## config.mk

```make
export PLATFORM = sky130hd
export DESIGN_NAME = cab_addr_gen
export DESIGN_NICKNAME = d
export VERILOG_FILES = /design/src/rtl/cab_pkg.sv /design/src/rtl/cab_offset_step.sv /design/src/rtl/cab_progress.sv /design/src/rtl/cab_addr_gen.sv
export SDC_FILE = /design/constraint.sdc
export NUM_CORES = 1
export LEC_CHECK = 0
export ABC_AREA = 1
export BUFFER_PORTS_ARGS = -buffer_cell sky130_fd_sc_hd__buf_4
export CAP_MARGIN = 10
export CORE_MARGIN = 2
export CORE_UTILIZATION = 55
export CTS_CLUSTER_SIZE = 40
export DETAILED_ROUTE_END_ITERATION = 12
export PLACE_DENSITY_LB_ADDON = 0.25
export SLEW_MARGIN = 15
export SYNTH_ARGS = -nofsm -noshare
export SYNTH_HDL_FRONTEND = slang
export SYNTH_SLANG_ARGS = --single-unit
```

## constraint.sdc

```tcl
create_clock -name clk -period 2.5 [get_ports clk]
set_clock_uncertainty 0.1 [all_clocks]
set_input_delay 0.5 -clock clk [delete_from_list [all_inputs] [get_ports clk]]
set_output_delay 0.5 -clock clk [all_outputs]
set_load 0.005 [all_outputs]
```

## src/rtl/cab_pkg.sv

```systemverilog
package cab_pkg;
  typedef enum logic {
    STEP_UP   = 1'b0,
    STEP_DOWN = 1'b1
  } step_e;
endpackage

```

## src/rtl/cab_offset_step.sv

```systemverilog
module cab_offset_step
  import cab_pkg::*;
#(
  parameter int CNT_W = 8
) (
  input  logic [CNT_W-1:0] cur_off,
  input  logic [CNT_W-1:0] buf_size,
  input  step_e            dir,
  output logic [CNT_W-1:0] nxt_off
);
  localparam logic [CNT_W-1:0] ONE  = CNT_W'(1);
  localparam logic [CNT_W-1:0] ZERO = '0;

  logic [CNT_W-1:0] last_off;

  always_comb begin
    last_off = buf_size - ONE;
    nxt_off  = cur_off;
    unique case (dir)
      STEP_UP: begin
        if (cur_off >= last_off) nxt_off = ZERO;
        else                     nxt_off = cur_off + ONE;
      end
      STEP_DOWN: begin
        if (cur_off == ZERO)     nxt_off = last_off;
        else if (cur_off > last_off) nxt_off = last_off;
        else                     nxt_off = cur_off - ONE;
      end
      default: nxt_off = ZERO;
    endcase
  end
endmodule

```

## src/rtl/cab_progress.sv

```systemverilog
module cab_progress #(
  parameter int CNT_W = 8
) (
  input  logic             clk,
  input  logic             rst_n,
  input  logic             clr,
  input  logic             adv,
  input  logic [CNT_W-1:0] buf_size,
  output logic             half_hit,
  output logic             full_hit
);
  logic [CNT_W-1:0] cnt_q;
  logic [CNT_W-1:0] cnt_d;
  logic [CNT_W:0]   cnt_inc;
  logic [CNT_W-1:0] half_pt;
  logic             cnt_en;

  // next-state
  always_comb begin
    cnt_inc  = {1'b0, cnt_q} + {{CNT_W{1'b0}}, 1'b1};
    half_pt  = buf_size >> 1;
    half_hit = adv && (half_pt != '0) && (cnt_inc == {1'b0, half_pt});
    full_hit = adv && (cnt_inc >= {1'b0, buf_size});
    cnt_en   = clr || adv;
    if (clr)           cnt_d = '0;
    else if (full_hit) cnt_d = '0;
    else               cnt_d = cnt_inc[CNT_W-1:0];
  end

  // register
  always_ff @(posedge clk or negedge rst_n) begin
    if (!rst_n)      cnt_q <= '0;
    else if (cnt_en) cnt_q <= cnt_d;
  end


  // pass count never leaves 0..N-1 while running
  prog_bound_chk: assert property (@(posedge clk) disable iff (!rst_n)
    (!clr && adv) |=> (cnt_q < buf_size));


  // a clear rewinds the pass count
  prog_clear_chk: assert property (@(posedge clk) disable iff (!rst_n)
    clr |=> (cnt_q == '0));
endmodule

```

## src/rtl/cab_addr_gen.sv

```systemverilog
module cab_addr_gen
  import cab_pkg::*;
#(
  parameter int ADDR_W   = 16,
  parameter int CNT_W    = 8,
  parameter bit ALIGN_OR = 1'b1
) (
  input  logic              clk,
  input  logic              rst_n,
  input  logic              enable,
  input  logic              sync_evt,
  input  logic [ADDR_W-1:0] buf_base,
  input  logic [CNT_W-1:0]  buf_size,
  input  logic              step_down,
  input  logic              irq_mode,
  output logic [ADDR_W-1:0] mem_addr,
  output logic              fixed_stb,
  output logic              irq,
  output logic              half_done
);
  localparam int PAD_W = ADDR_W - CNT_W;

  logic [CNT_W-1:0]  off_q, off_d, off_step;
  logic [ADDR_W-1:0] addr_q, addr_d, addr_cmb;
  logic [ADDR_W-1:0] off_ext;
  logic              stb_q, stb_d;
  logic              irq_q, irq_d;
  logic              half_q, half_d;
  logic              go;
  logic              clr;
  logic              half_hit, full_hit;
  logic              off_en, addr_en, half_en;
  step_e             dir;

  assign dir     = step_e'(step_down);
  assign go      = enable && sync_evt;
  assign clr     = !enable;
  assign off_ext = {{PAD_W{1'b0}}, off_q};

  cab_offset_step #(.CNT_W(CNT_W)) u_step (
    .cur_off  (off_q),
    .buf_size (buf_size),
    .dir      (dir),
    .nxt_off  (off_step)
  );

  cab_progress #(.CNT_W(CNT_W)) u_prog (
    .clk      (clk),
    .rst_n    (rst_n),
    .clr      (clr),
    .adv      (go),
    .buf_size (buf_size),
    .half_hit (half_hit),
    .full_hit (full_hit)
  );

  generate
    if (ALIGN_OR) begin : g_addr_or
      assign addr_cmb = buf_base | off_ext;
    end else begin : g_addr_add
      assign addr_cmb = buf_base + off_ext;
    end
  endgenerate

  // next-state
  always_comb begin
    off_en  = clr || go;
    off_d   = clr ? '0 : off_step;
    addr_en = go;
    addr_d  = addr_cmb;
    stb_d   = go;
    irq_d   = full_hit || (irq_mode && half_hit);
    half_en = clr || half_hit || full_hit;
    if (clr)           half_d = 1'b0;
    else if (full_hit) half_d = 1'b1;
    else               half_d = 1'b0;
  end

  // registers
  always_ff @(posedge clk or negedge rst_n) begin
    if (!rst_n)      off_q <= '0;
    else if (off_en) off_q <= off_d;
  end

  always_ff @(posedge clk or negedge rst_n) begin
    if (!rst_n)       addr_q <= '0;
    else if (addr_en) addr_q <= addr_d;
  end

  always_ff @(posedge clk or negedge rst_n) begin
    if (!rst_n) begin
      stb_q <= 1'b0;
      irq_q <= 1'b0;
    end else begin
      stb_q <= stb_d;
      irq_q <= irq_d;
    end
  end

  always_ff @(posedge clk or negedge rst_n) begin
    if (!rst_n)       half_q <= 1'b0;
    else if (half_en) half_q <= half_d;
  end

  assign mem_addr  = addr_q;
  assign fixed_stb = stb_q;
  assign irq       = irq_q;
  assign half_done = half_q;


  stb_after_sync_chk: assert property (@(posedge clk) disable iff (!rst_n)
    (enable && sync_evt) |=> fixed_stb);


  no_stb_without_sync_chk: assert property (@(posedge clk) disable iff (!rst_n)
    !(enable && sync_evt) |=> !fixed_stb);


  addr_in_window_chk: assert property (@(posedge clk) disable iff (!rst_n)
    fixed_stb |-> ((mem_addr - buf_base) < {{PAD_W{1'b0}}, buf_size}));


  irq_with_stb_chk: assert property (@(posedge clk) disable iff (!rst_n)
    irq |-> fixed_stb);


  full_only_irq_chk: assert property (@(posedge clk) disable iff (!rst_n)
    (irq && !$past(irq_mode)) |-> half_done);


  rewind_on_disable_chk: assert property (@(posedge clk) disable iff (!rst_n)
    !enable |=> (off_q == '0 && !half_done));


  flag_steady_chk: assert property (@(posedge clk) disable iff (!rst_n)
    (enable && !sync_evt) |=> $stable(half_done));
endmodule

```

**Word-level counts from Yosys, hierarchy flattened**

Index checks and enable logic that the tools add are counted.

- Add/subtract/negate cells: 4
- Bitwise logic cells: 2
- Magnitude comparators: 3
- Eq/ne operators: 1
- Multiplexer cells: 9
- Reductions and logical operators: 12

Operators by type and width:

| operator | number |
|---|---|
| $mux 8 | 6 |
| $or 16x8->16 | 1 |
| $pmux 8 s2 | 1 |
| $sub 8x1->8 const B | 2 |
| $add 8x1->9 const B | 1 |
| $eq 9x7->1 | 1 |
| $ge 9x8->1 | 1 |
| $add 8x1->8 const B | 1 |
| $ge 8x8->1 | 1 |
| $gt 8x8->1 | 1 |
| $logic_not 8->1 | 1 |
| $reduce_bool 8->1 | 1 |
| $logic_and 1x1->1 | 5 |
| $logic_or 1x1->1 | 4 |
| $mux 1 | 2 |
| $logic_not 1->1 | 1 |
| $not 1->1 | 1 |

- Word-level logic and storage cells: 37
- Register bits: 35
- Output and inout port bits: 19
- Input bits: 30

**Logic depth before layout (Yosys ltp)**

- Depth in word-level cells: 6
- Gate-level depth with buffers: 18
- Mapped depth without buffers: 18

**Hierarchy**

A second synthesis with hierarchy kept.

- Cell total of the unflattened synthesis: 396
- Area total of the unflattened synthesis: 2821.5 sq um

Modules (own cells, without submodules):

| module | times used | sequential area each (sq um) | area an instance (sq um) | cells each |
|---|---|---|---|---|
| cab_addr_gen | 1 | 675.6 | 1068.5 | 112 |
| cab_progress | 1 | 200.2 | 892.1 | 140 |
| cab_offset_step | 1 | 0.0 | 860.8 | 144 |

**Least setup slack after synthesis**

OpenSTA, ideal clock, no wires.

- Kind: input to register
- From: in buf_size[0]
- To: reg off_q[2]
- Data arrival time: 2.432 ns
- Path slack: -0.148 ns
- Stages on the path: 17
- Required time: 2.283 ns
- Buffers on the path: 0
- Library setup time: 0.117 ns
- Cell sequence: inv_1 -> ha_1 -> nand2_1 -> nor2_1 -> nand2_1 -> xor2_1 -> inv_1 -> ha_1 -> nand2_1 -> nor2_1 -> nand4_2 -> nand2_2 -> nand2_2 -> nand2_1 -> nand3_1 -> nand2_1 -> nand2_1

- Longest elaborated chain between the ends: 6
- Elaborated cells on any way between the ends: 8
- Those cells by class: 1 x add/sub; 2 x order compare; 5 x mux

Ends and longest elaborated chain:

| item | line | text |
|---|---|---|
| start, declared | cab_addr_gen.sv:13 | `input logic [CNT_W-1:0] buf_size,` |
| $sub 8x1->8 (*) | cab_offset_step.sv:17 | `last_off = buf_size - ONE;` |
| $gt 8x8->1 | cab_offset_step.sv:26 | `else if (cur_off > last_off) nxt_off = last_off;` |
| $mux 8 | cab_offset_step.sv:26 |  |
| $mux 8 | cab_offset_step.sv:25 | `if (cur_off == ZERO) nxt_off = last_off;` |
| $pmux 8 s2 (*) | cab_offset_step.sv:19 | `unique case (dir)` |
| $mux 8 (*) | cab_addr_gen.sv:68 | `off_d = clr ? '0 : off_step;` |
| end signal, assigned | cab_addr_gen.sv:81 | `if (!rst_n) off_q <= '0;` |
| end signal, assigned | cab_addr_gen.sv:82 | `else if (off_en) off_q <= off_d;` |
| end, declared | cab_addr_gen.sv:23 | `logic [CNT_W-1:0] off_q, off_d, off_step;` |

Every way passes the cells marked *; elsewhere a longest branch is shown, timed or not.
A chain may end at the register's enable or synchronous reset.

**Final worst setup path**

- From: in buf_size[1]
- To: reg off_q[5]

The elaborated chain is that of the path after synthesis.

==> reports/summary.log <==
INFO  status         outcome=finished, final reports clean
INFO  sta            worst_slack=0.0411ns
INFO  sta            post-route-min-period=2.46ns
INFO  sta            report.final.setup_viol=0
INFO  worst_setup_path critical_path_class=primary input to register
INFO  logic_synthesis synth.cell_area=2720um2
INFO  worst_setup_path worst_setup_path_end_kind=register
INFO  floorplan      die_w=74.4um
INFO  worst_setup_path cp_data_arrival_time=2.54ns
INFO  cells_and_area final_layout_size_suffix_gt1_share=27.1%
INFO  job            maxCapViolations=0
INFO  logic_synthesis syn-instance-count=407
INFO  worst_setup_path worst_ep_required_time=2.58ns
INFO  placement      final_weighted_congestion_of_routability_driven_global_placement=0.892
INFO  cells_and_area fillers=370
INFO  clock_network  cts.clk_slew.worst_paths=0.07ns
INFO  cells_and_area area.growth.synth_to_final=36.0%
INFO  power          static-leakage-power=2.04nW
INFO  sta            slew-limit-headroom=66.5%
INFO  sta            hold-worst-slack=0.0562ns
INFO  placement      buffer_ports.inserted=48
INFO  logic_synthesis most_instantiated_flip_flop_cell_in_the_synthesis_netlist=dfrtp_1
INFO  worst_setup_path critical_path.max_stage_delay=0.29ns
INFO  logic_synthesis yosys.area.top_type=dfrtp_1
INFO  floorplan      ios=49
INFO  logic_synthesis ys_seq_area_share=32.2%
INFO  logic_synthesis synth_nets=458
INFO  clock_network  clock_tree.htree_level_count=2
INFO  worst_setup_path biggest_fanout_along_the_worst_timing_path=8
INFO  drt            dr.pass1.iters=5
INFO  clock_network  cts_inserted_buffers=5
INFO  drt            avgRoutedWirePerCell=14.4um
INFO  cells_and_area mostFrequentLayoutCells=137 x nand2_1, 82 x buf_4, 48 x inv_1, 34 x dfrtp_1, 27 x nand3_1
INFO  clock_network  clockRootBuffer=clkbuf_8
INFO  sta            worst-slew-pin-transition=0.499ns
INFO  drt            num_vias=3,027
INFO  logic_synthesis synth-warning-count=0
INFO  drt            route.detailed.vias_per_inst=5.43
INFO  clock_network  post_cts_hold_buffer_count=0
INFO  power          peakVddDrop=422uV
INFO  global_route   antenna_violations_before_repair=0
INFO  cells_and_area insertedDiodeCount=0
INFO  logic_synthesis synth_seq_cells=35
INFO  logic_synthesis synth_top_area_share=32.2%
INFO  hold_path      worstHoldPathType=primary input to async pin
INFO  sta            finalHoldViolCount=0
INFO  logic_synthesis synth_edf_count=0
INFO  drt            routed_wl=8050um
INFO  sta            post-route-period-util=98.4%
INFO  logic_synthesis netlist_top_cells_area=dfrtp_1 32%, nand2_1 21%, ha_1 9.6%
INFO  floorplan      core.rowCount=25
INFO  floorplan      fp.dieH=74.4um
INFO  clock_network  clock_path_buffers=2
INFO  clock_network  clkLatencyLatePin=0.29ns
INFO  global_route   first_pass_grt_wire_length=12,100um
INFO  drt            postRouteAntennaNets=0
INFO  logic_synthesis synth_cell_type_count=26
INFO  global_route   gr-total-overflow=0
INFO  placement      place_hpwl=5620um
INFO  floorplan      floorplan.die_area=5530um2
INFO  sta            maxClockFrequency=0.407GHz
INFO  cells_and_area nets=540
INFO  floorplan      core_area=4750um2
INFO  global_route   number_of_global_route_vias_before_repair=2,804
INFO  worst_setup_path cp_cell_sequence=buf_4 -> nor2_2 -> buf_4 -> nand4_1 -> xor2_1 -> inv_1 -> ha_4 -> nand2_2 -> nor2_4 -> nand4_4 -> nand2_4 -> nand2_8 -> nand2_2 -> nand3_2 -> nand2_2 -> nand2_1
INFO  floorplan      initial_utilization=57.3%
INFO  sta            count_of_pins_over_their_slew_limit=0
INFO  global_route   grt_use_total=28.6%
INFO  worst_setup_path worst_path_max_delay_cell=ha_4
INFO  worst_setup_path most_frequent_cell_on_the_critical_path=nand2_2
INFO  cells_and_area mostFrequentLayoutCell=nand2_1
INFO  drt            drc=0
INFO  placement      dp_slack=-0.363ns
INFO  power          p_per_area=516nW/um2
INFO  global_route   grt_start_max_net_pins=36
INFO  cells_and_area register_area=877um2
INFO  drt            drt_iter0_drc=272
INFO  logic_synthesis avgSynthCellArea=6.69um2
INFO  clock_network  tritoncts_num_sinks=35
INFO  logic_synthesis postSynth.asyncResetShare=100%
INFO  cells_and_area multiInputGateArea=1810um2
INFO  worst_setup_path startpoint_type_of_the_worst_setup_path=primary input
INFO  clock_network  tritoncts=built
-- where the power goes --
part | internal (W) | total, W | switching (W)
clock network | 0.000323 | 0.000539 | 0.000217
registers | 0.000619 | 0.000668 | 0.0000487
logic | 0.000299 | 0.000704 | 0.000405
total | 0.00124 | 0.00191 | 0.000671
-- metal layers --
metal / vias up / wire [um] / track usage (%)
met3: 39 / 472 / 4.74
met5: - / 0 / 0
met1: 1397 / 2930 / 32.6
li1: 1460 / - / -
met4: 0 / 343 / 10.5
met2: 131 / 4300 / 53.3
-- layout make-up --
cell class	count	share of cell area [%]
flip-flops and latches	35	23.7
clock buffers	6	2.23
inverters	53	5.50
repair buffers	82	16.6
clock inverters	2	0.946
multi-input cells	312	48.8
well taps	67	2.26
-- worst paths after layout --
check	start	to	slack, ns	cells after the start
max in group asynchronous	rst_n	u_prog.cnt_q[2]$_DFFE_PN0P_	1.89	1
min in group clk	buf_base[10]	mem_addr[10]$_DFFE_PN0P_	0.31	3
worst min register to register	mem_addr[15]$_DFFE_PN0P_	mem_addr[15]$_DFFE_PN0P_	0.38	2
worst max-delay path	buf_size[1]	off_q[5]$_DFFE_PN0P_	0.04	16
worst min-delay path	rst_n	mem_addr[0]$_DFFE_PN0P_	0.06	1
worst max register to register	u_prog.cnt_q[0]$_DFFE_PN0P_	u_prog.cnt_q[2]$_DFFE_PN0P_	0.17	16
-- synthesized netlist by cell type, types with 2 or more instances --
master and number:
nand2_1 151, inv_1 51, dfrtp_1 35, nand3_1 30
nor2_1 30, ha_1 21, o21ai_0 20, nand4_1 15
a21oi_1 14, xor2_1 13, clkbuf_1 6, buf_2 2
clkinv_1 2, nand2_2 2, nand3_2 2, nor2_2 2
xnor2_1 2
-- flip-flops by register name, summed over array words and instances, names as in the netlist --
signal        flops
half_done         1
off_q             8
irq               1
fixed_stb         1
u_prog.cnt_q      8
mem_addr         16
-- critical path, delay by kind of cell --
kind | cells | cell delay, ns
xor+xnor | 1 | 0.24
fa+ha+maj | 1 | 0.29
buf+inv | 3 | 0.37
simple gates | 11 | 1.13
-- stage by stage --
step | instance area (um2) | total power, W | std cells | TNS (ns) | util [%]
6_report | 3700 | 0.00191 | 557 | 0 | 77.9
3_5_place_dp | 3400 | 0.00127 | 544 | -2.77 | 71.4
3_3_place_gp | 3400 | 0.00126 | 544 | -2.34 | 71.4
2_1_floorplan | 2760 | 0.00103 | 407 | 0 | -
4_1_cts | 3520 | 0.00182 | 552 | 0 | 74.1
5_1_grt | 3700 | 0.00201 | 557 | -0.871 | 77.9
-- what timing repair did --
item	4_1_cts	5_1_grt
endpoints found under the setup margin	8	18
setup buffers	0	3
gates resized for setup	2	33
gates cloned	0	2
pin swaps	0	16
-- kinds of logic (layout without fill, tap and decap cells) --
logic type	after synthesis	in the layout	share of synthesized area [%]
AOI/OAI and AO/OA	38	38	7.40
adders and majority gates	21	21	9.65
and+or+nand+nor	235	237	36.6
DFF	35	35	32.2
xor gates and xnor gates	16	16	5.42
buffers and inverters	62	143	8.77
Note: power is estimated with default switching activity, not from simulation.
